===== config.mk =====
export PLATFORM = sky130hd
export DESIGN_NAME = req_timeout_tracker
export DESIGN_NICKNAME = d
export VERILOG_FILES = /design/src/rtl/rtt_pkg.sv /design/src/rtl/rtt_timer.sv /design/src/rtl/rtt_report.sv /design/src/rtl/rtt_cfg.sv /design/src/rtl/req_timeout_tracker.sv
export SDC_FILE = /design/constraint.sdc
export NUM_CORES = 1
export LEC_CHECK = 0
export ABC_AREA = 1
export BUFFER_PORTS_ARGS = -buffer_cell sky130_fd_sc_hd__buf_2
export CORE_MARGIN = 1.5
export CORE_UTILIZATION = 30
export DETAILED_ROUTE_END_ITERATION = 10
export SLEW_MARGIN = 20
export SYNTH_ARGS = -nofsm -noshare
export SYNTH_HDL_FRONTEND = slang
export SYNTH_SLANG_ARGS = --single-unit
export TNS_END_PERCENT = 10

===== constraint.sdc =====
create_clock -name clk -period 2.6 [get_ports clk]
set_input_delay 0 -clock clk [delete_from_list [all_inputs] [get_ports clk]]
set_output_delay 0 -clock clk [all_outputs]
set_load 0.01 [all_outputs]

===== src/rtl/rtt_pkg.sv =====
package rtt_pkg;
  typedef enum logic [1:0] {
    TMR_LINK = 2'd0,
    TMR_RSP  = 2'd1,
    TMR_TTL  = 2'd2
  } tmr_e;

  localparam int unsigned NUM_TMR = 3;
endpackage


===== src/rtl/rtt_timer.sv =====
module rtt_timer #(
  parameter int unsigned CNT_W = 10
) (
  input  logic             clk,
  input  logic             rst_n,
  input  logic             tick,
  input  logic             start,
  input  logic             stop,
  input  logic [CNT_W-1:0] limit,
  output logic             active,
  output logic             expire
);
  logic [CNT_W-1:0] cnt;
  logic [CNT_W:0]   cnt_inc;

  assign cnt_inc = {1'b0, cnt} + {{CNT_W{1'b0}}, 1'b1};

  always_comb begin
    expire = tick && active && !start && !stop && (cnt_inc >= {1'b0, limit});
  end

  always_ff @(posedge clk) begin
    if (!rst_n) begin
      active <= 1'b0;
      cnt    <= '0;
    end else if (start) begin
      active <= 1'b1;
      cnt    <= '0;
    end else if (stop || expire) begin
      active <= 1'b0;
    end else if (tick && active) begin
      cnt <= cnt_inc[CNT_W-1:0];
    end
  end
endmodule


===== src/rtl/rtt_report.sv =====
module rtt_report #(
  parameter int unsigned N     = 4,
  parameter int unsigned IDX_W = 2
) (
  input  logic             clk,
  input  logic             rst_n,
  input  logic [N-1:0]     set,
  input  logic             ready,
  output logic             valid,
  output logic [IDX_W-1:0] idx
);
  logic [N-1:0]     pend;
  logic             any;
  logic [IDX_W-1:0] low;
  logic [N-1:0]     low_oh;
  logic             load;

  always_comb begin
    any    = 1'b0;
    low    = '0;
    low_oh = '0;
    for (int i = N - 1; i >= 0; i--) begin
      if (pend[i]) begin
        any    = 1'b1;
        low    = IDX_W'(i);
        low_oh = N'(1) << i;
      end
    end
  end

  assign load = !valid || ready;

  always_ff @(posedge clk) begin
    if (!rst_n) begin
      pend  <= '0;
      valid <= 1'b0;
      idx   <= '0;
    end else if (load && any) begin
      valid <= 1'b1;
      idx   <= low;
      pend  <= (pend & ~low_oh) | set;
    end else begin
      if (load) valid <= 1'b0;
      pend <= pend | set;
    end
  end
endmodule


===== src/rtl/rtt_cfg.sv =====
module rtt_cfg #(
  parameter int unsigned CNT_W    = 10,
  parameter int unsigned DEF_LINK = 8,
  parameter int unsigned DEF_RSP  = 12,
  parameter int unsigned DEF_TTL  = 16
) (
  input  logic             clk,
  input  logic             rst_n,
  input  logic             we,
  input  logic             busy,
  input  logic [CNT_W-1:0] in_link,
  input  logic [CNT_W-1:0] in_rsp,
  input  logic [CNT_W-1:0] in_ttl,
  output logic [CNT_W-1:0] link_lim,
  output logic [CNT_W-1:0] rsp_lim,
  output logic [CNT_W-1:0] ttl_lim,
  output logic             bad
);
  always_ff @(posedge clk) begin
    if (!rst_n) begin
      link_lim <= CNT_W'(DEF_LINK);
      rsp_lim  <= CNT_W'(DEF_RSP);
      ttl_lim  <= CNT_W'(DEF_TTL);
    end else if (we && !busy) begin
      link_lim <= in_link;
      rsp_lim  <= in_rsp;
      ttl_lim  <= in_ttl;
    end
  end

  assign bad = (ttl_lim <= link_lim);
endmodule


===== src/rtl/req_timeout_tracker.sv =====
module req_timeout_tracker #(
  parameter int unsigned N     = 4,
  parameter int unsigned CNT_W = 10,
  parameter int unsigned IDX_W = (N > 1) ? $clog2(N) : 1,
  parameter int unsigned OC_W  = $clog2(N + 1)
) (
  input  logic                  clk,
  input  logic                  rst_n,
  input  logic                  tick,
  input  logic                  req_valid,
  input  logic [IDX_W-1:0]      req_idx,
  input  logic                  tx_valid,
  input  logic [IDX_W-1:0]      tx_idx,
  input  logic                  acc_valid,
  input  logic [IDX_W-1:0]      acc_idx,
  input  logic                  rsp_valid,
  input  logic [IDX_W-1:0]      rsp_idx,
  input  logic                  cfg_we,
  input  logic [CNT_W-1:0]      cfg_link_lim,
  input  logic [CNT_W-1:0]      cfg_rsp_lim,
  input  logic [CNT_W-1:0]      cfg_ttl_lim,
  input  logic                  drain_clr,
  input  logic                  stop_clr,
  input  logic [2:0]            err_ready,
  output logic [2:0]            err_valid,
  output logic [3*IDX_W-1:0]    err_idx,
  output logic                  drain,
  output logic                  out_stopped,
  output logic [OC_W-1:0]       outstanding,
  output logic                  cfg_bad
);
  import rtt_pkg::*;

  logic [NUM_TMR-1:0][N-1:0]     act;
  logic [NUM_TMR-1:0][N-1:0]     expv;
  logic [NUM_TMR-1:0][N-1:0]     start_v;
  logic [NUM_TMR-1:0][N-1:0]     stop_v;
  logic [NUM_TMR-1:0][CNT_W-1:0] lim;
  logic [CNT_W-1:0]              link_lim, rsp_lim, ttl_lim;
  logic [N-1:0]                  busy_v;
  logic                          busy;

  rtt_cfg #(.CNT_W(CNT_W)) u_cfg (
    .clk     (clk),
    .rst_n   (rst_n),
    .we      (cfg_we),
    .busy    (busy),
    .in_link (cfg_link_lim),
    .in_rsp  (cfg_rsp_lim),
    .in_ttl  (cfg_ttl_lim),
    .link_lim(link_lim),
    .rsp_lim (rsp_lim),
    .ttl_lim (ttl_lim),
    .bad     (cfg_bad)
  );

  assign lim[TMR_LINK] = link_lim;
  assign lim[TMR_RSP]  = rsp_lim;
  assign lim[TMR_TTL]  = ttl_lim;

  for (genvar i = 0; i < N; i++) begin : g_slot
    logic req_hit, tx_hit, acc_hit, rsp_hit;

    assign req_hit = req_valid && (req_idx == IDX_W'(i));
    assign tx_hit  = tx_valid && !drain && (tx_idx == IDX_W'(i));
    assign acc_hit = acc_valid && (acc_idx == IDX_W'(i)) && act[TMR_LINK][i];
    assign rsp_hit = rsp_valid && (rsp_idx == IDX_W'(i)) && act[TMR_RSP][i];

    assign start_v[TMR_LINK][i] = tx_hit;
    assign stop_v[TMR_LINK][i]  = acc_hit;
    assign start_v[TMR_RSP][i]  = tx_hit;
    assign stop_v[TMR_RSP][i]   = rsp_hit;
    assign start_v[TMR_TTL][i]  = req_hit;
    assign stop_v[TMR_TTL][i]   = acc_hit;

    for (genvar k = 0; k < NUM_TMR; k++) begin : g_tmr
      rtt_timer #(.CNT_W(CNT_W)) u_tmr (
        .clk   (clk),
        .rst_n (rst_n),
        .tick  (tick),
        .start (start_v[k][i]),
        .stop  (stop_v[k][i]),
        .limit (lim[k]),
        .active(act[k][i]),
        .expire(expv[k][i])
      );
    end

    assign busy_v[i] = act[TMR_LINK][i] || act[TMR_RSP][i] || act[TMR_TTL][i];
  end

  for (genvar k = 0; k < NUM_TMR; k++) begin : g_rep
    rtt_report #(.N(N), .IDX_W(IDX_W)) u_rep (
      .clk  (clk),
      .rst_n(rst_n),
      .set  (expv[k]),
      .ready(err_ready[k]),
      .valid(err_valid[k]),
      .idx  (err_idx[k*IDX_W +: IDX_W])
    );
  end

  always_comb begin
    outstanding = '0;
    for (int i = 0; i < N; i++) begin
      outstanding = outstanding + OC_W'(busy_v[i]);
    end
  end

  assign busy = |busy_v;

  always_ff @(posedge clk) begin
    if (!rst_n) begin
      drain       <= 1'b0;
      out_stopped <= 1'b0;
    end else begin
      drain       <= (|expv[TMR_TTL])  || (drain && !drain_clr);
      out_stopped <= (|expv[TMR_LINK]) || (out_stopped && !stop_clr);
    end
  end
endmodule


==> metrics.log <==
[metrics] outcome: finished clean
[metrics] die extent in y: 210 microns
[metrics] Post-synth ARST share: 0%
[metrics] dominant synthesized flop cell: dfxtp_1
[metrics] Syn Std Cell Area: ~0.013 sq mm
[metrics] share of the cycle needed by the critical path after routing: a little over nine tenths
[metrics] number of failing setup endpoints in the final timing report: 0
[metrics] sequential element share of the synthesized area: between 20% and 30%
[metrics] count of flip-flops with a built-in enable after synthesis: 0
[metrics] leakage: roughly 0.0077 uW
[metrics] Bufs on Longest Clock Path: 2
[metrics] leading post-synthesis cells by cell area: dfxtp_1 (29%), ha_1 (14%), nand2_1 (12%)
[metrics] area growth from synthesis to layout: 25.5%
[metrics] top fanout value on the critical path: 8
[metrics] number of routed nets with antenna violations: 0
[metrics] depth of the CTS H-tree: 4
[metrics] final wirelength: ~37000 microns
[metrics] library cell used as clock root buffer: clkbuf_16
[metrics] remaining max-slew budget at the tightest pin: a little over a fifth
[metrics] R2R Setup Slk: a little over 0.06 ns
[metrics] synthesized area per cell: 6.87 sq um
[metrics] antenna cells: 0
[metrics] total power divided by cell area: around 440 mW/mm^2
[metrics] final routed DRC violation total: 0
[metrics] CP max-delay cell: dfxtp_2
[metrics] Cell variety after synth: 49
[metrics] post-detailed-route wirelength per cell: ~14 microns
[metrics] detailed placer's ending HPWL: approximately 27000 microns
[metrics] number of cells in the finished layout apart from fillers: 2589
[metrics] cell count after placement: between 2000 and 2500
[metrics] Max-Cap Viols: 0
[metrics] number of vias per cell: between 4 and 5
[metrics] clock tree from TritonCTS: built
[metrics] via count of the routed design: approximately 13000
[metrics] Post-Syn Instances: around 1900
[metrics] Overflow after GRT: 0
[metrics] number of buffers inserted during clock tree synthesis: 17
[metrics] fraction of layout instances using a drive strength above 1: between 10% and 20%
[metrics] number of synthesized register bits: about 190
[metrics] setup repair after global routing missed its margin: yes
[metrics] Peak supply drop: 0.479 mV
[metrics] cell types with the highest counts after synthesis: nand2_1 (419), inv_1 (264), nor2_1 (233)
[metrics] Hold Crit Class: in -> reg
[metrics] area of the die: 0.0441 sq mm
[metrics] maximum number of pins on one net before global-route repair: 40
[metrics] post-synthesis net count: between 2000 and 2500
[metrics] highest cell delay on the worst timing path: roughly 0.36 ns
[metrics] floorplan row count: 75
[metrics] Horiz. Die Dim: roughly 210 microns
[metrics] port bufs: 65
[metrics] clock slew seen by the registers of the worst setup and hold paths: approximately 0.08 ns
[metrics] number of antenna violations at the first check in global routing: 0
[metrics] endpoint type of the worst setup path: flop
[metrics] critical path launch point type: flop
[metrics] arrival time at the worst endpoint: between 2 and 3 ns
[metrics] Buf+Inv Stages, Crit Path: 1
[metrics] clock tree skew after final layout: approximately 0.011 ns
[metrics] most repeated cell in the gate-level netlist after synthesis: nand2_1
[metrics] number of max-slew violations in the final report: 0
[metrics] total track usage: between 15 and 20%
[metrics] drt pass-1 iters: 4
[metrics] placed cell area: around 0.014 sq mm
[metrics] effective utilization at floorplan: 30.5%
[metrics] cell-by-cell listing of the critical path: nand4_1, or2_1, or2_1, xor2_1, inv_1, ha_1, nand2_1, nand3b_1, nand2_1, a21oi_2, nand3_4, nand2_8, nand2_8, nand2_1, a21oi_1
[metrics] vias in the first global route: ~12000
[metrics] post-layout net count: 2234
[metrics] global-route wire length before repair: 58500 microns
[metrics] Final Hold Vio Count: 0
[metrics] largest area contributor in the netlist: dfxtp_1
[metrics] CTS Sinks: ~190
[metrics] top cell type's share of synthesized area: between 20 and 30%
[metrics] final weighted congestion in routability-driven placement: about 0.86
[metrics] starting DRC count in detailed routing: approximately 680
[metrics] Design Area, Final: 0.0161 sq mm
[metrics] most frequent CP cell: nand2_1
[metrics] core region area: 0.0421 sq mm
[metrics] CP delay by family, top: simple AND/OR/NAND/NOR gates
[metrics] Clk Latency, worst-skew pair: 0.45 ns
[metrics] fin crit period: between 2 and 3 ns
[metrics] number of placed I/O pins: between 60 and 70
[metrics] Worst Max-Slew Pin Slew: 1.18 ns
[metrics] Warnings, synthesis: 0
[metrics] data required time of the critical path: between 2 and 3 ns
[metrics] kind of critical path: reg -> reg
[metrics] maximum clock frequency: roughly 390 MHz
## cells in the final DEF (no fill, tap or decap), types with 12 or more instances in the layout
master         count
nor2_1           210
nand3_2           17
nor3_1            26
a21oi_1          141
buf_4             57
buf_2             65
inv_1            263
dlygate4sd3_1     44
nand2_2           19
a211oi_1          24
nand4_1           31
o21ai_0           33
nand2_1          405
nor3_2            12
nand3_1           95
nand3_4           20
nand2_4           17
clkbuf_16         17
nor2_2            22
dfxtp_1          156
ha_1             131
xor2_1            56
nor2_4            12
a21oi_2           12
dfxtp_2           21
## path summary, 6_finish.rpt
| check | depth (start not counted) | start | endpoint |
|---|---|---|---|
| min | 4 | rsp_valid | g_slot[1].g_tmr[1].u_tmr.active |
| min reg2reg | 2 | g_rep[2].u_rep.idx[1] | g_rep[2].u_rep.idx[1] |
| max reg2reg | 15 | g_slot[0].g_tmr[2].u_tmr.cnt[1] | g_slot[0].g_tmr[2].u_tmr.cnt[5] |
| max | 15 | g_slot[0].g_tmr[2].u_tmr.cnt[1] | g_slot[0].g_tmr[2].u_tmr.cnt[5] |
## metrics by stage
step           TNS (ns)  power (uW)  util, %  worst slack, ns  hold WS (ns)
2_1_floorplan         0        3940        -            0.195         0.130
3_3_place_gp     -0.421        4330     33.4          -0.0540         0.242
3_5_place_dp      -1.13        4370     33.4          -0.0903         0.246
4_1_cts               0        7120     36.0          0.00556        0.0145
5_1_grt           -4.17        7510     38.3           -0.133        0.0574
6_report              0        7140     38.3           0.0608        0.0233
## worst register-to-register path, delay by kind of cell (launching register included)
family,cells,cell delay [ns]
adder cells (fa/ha/maj),1,0.27
XOR/XNOR,1,0.17
flip-flops,1,0.36
buffers and inverters,1,0.06
AO/OA/AOI/OAI,2,0.23
AND/OR/NAND/NOR,10,1.33
## state kept, by name, indices dropped and copies added, names as in the netlist
signal                     flops
drain                          1
g_rep.u_rep.idx                6
g_rep.u_rep.pend              12
g_rep.u_rep.valid              3
g_slot.g_tmr.u_tmr.active     12
g_slot.g_tmr.u_tmr.cnt       120
out_stopped                    1
u_cfg.link_lim                10
u_cfg.rsp_lim                 10
u_cfg.ttl_lim                 10
## metal layers
layer	vias up	track usage, %	part of all wire [%]
li1	6427	-	-
met3	43	2.38	4.2
met4	0	4.32	1.9
met2	240	28.5	48
met5	-	0	0
met1	5808	21.4	46
## area by class of cell
class | count | area (sq um)
multi-input cells | 1381 | 8720
flip-flops and latches | 185 | 3760
well taps | 539 | 674
repair buffers | 179 | 1370
fillers | 4288 | 26000
inverters | 273 | 1020
clock buffers | 20 | 437
clock inverters | 12 | 141
## timing repair
action,CTS,global route
setup buffers,0,11
pin swaps,0,57
hold buffers,44,0
hold endpoints to repair,53,0
gates resized for setup,12,191
endpoints found under the setup margin,48,137
cloned,1,9
## power by group
group	switching [uW]	internal, uW
logic	908	528
registers	83.1	2930
clock network	1250	1430
total	2240	4890
## cells by family after synthesis
family,count (synthesis),share of synthesized area [%]
AND/OR/NAND/NOR,905,31.4
buffers and inverters,314,9.89
AO/OA/AOI/OAI,252,11.0
flip-flops,185,28.8
adder cells (fa/ha/maj),146,14.3
XOR/XNOR,68,4.64
Power figures use the tool's default switching activity.
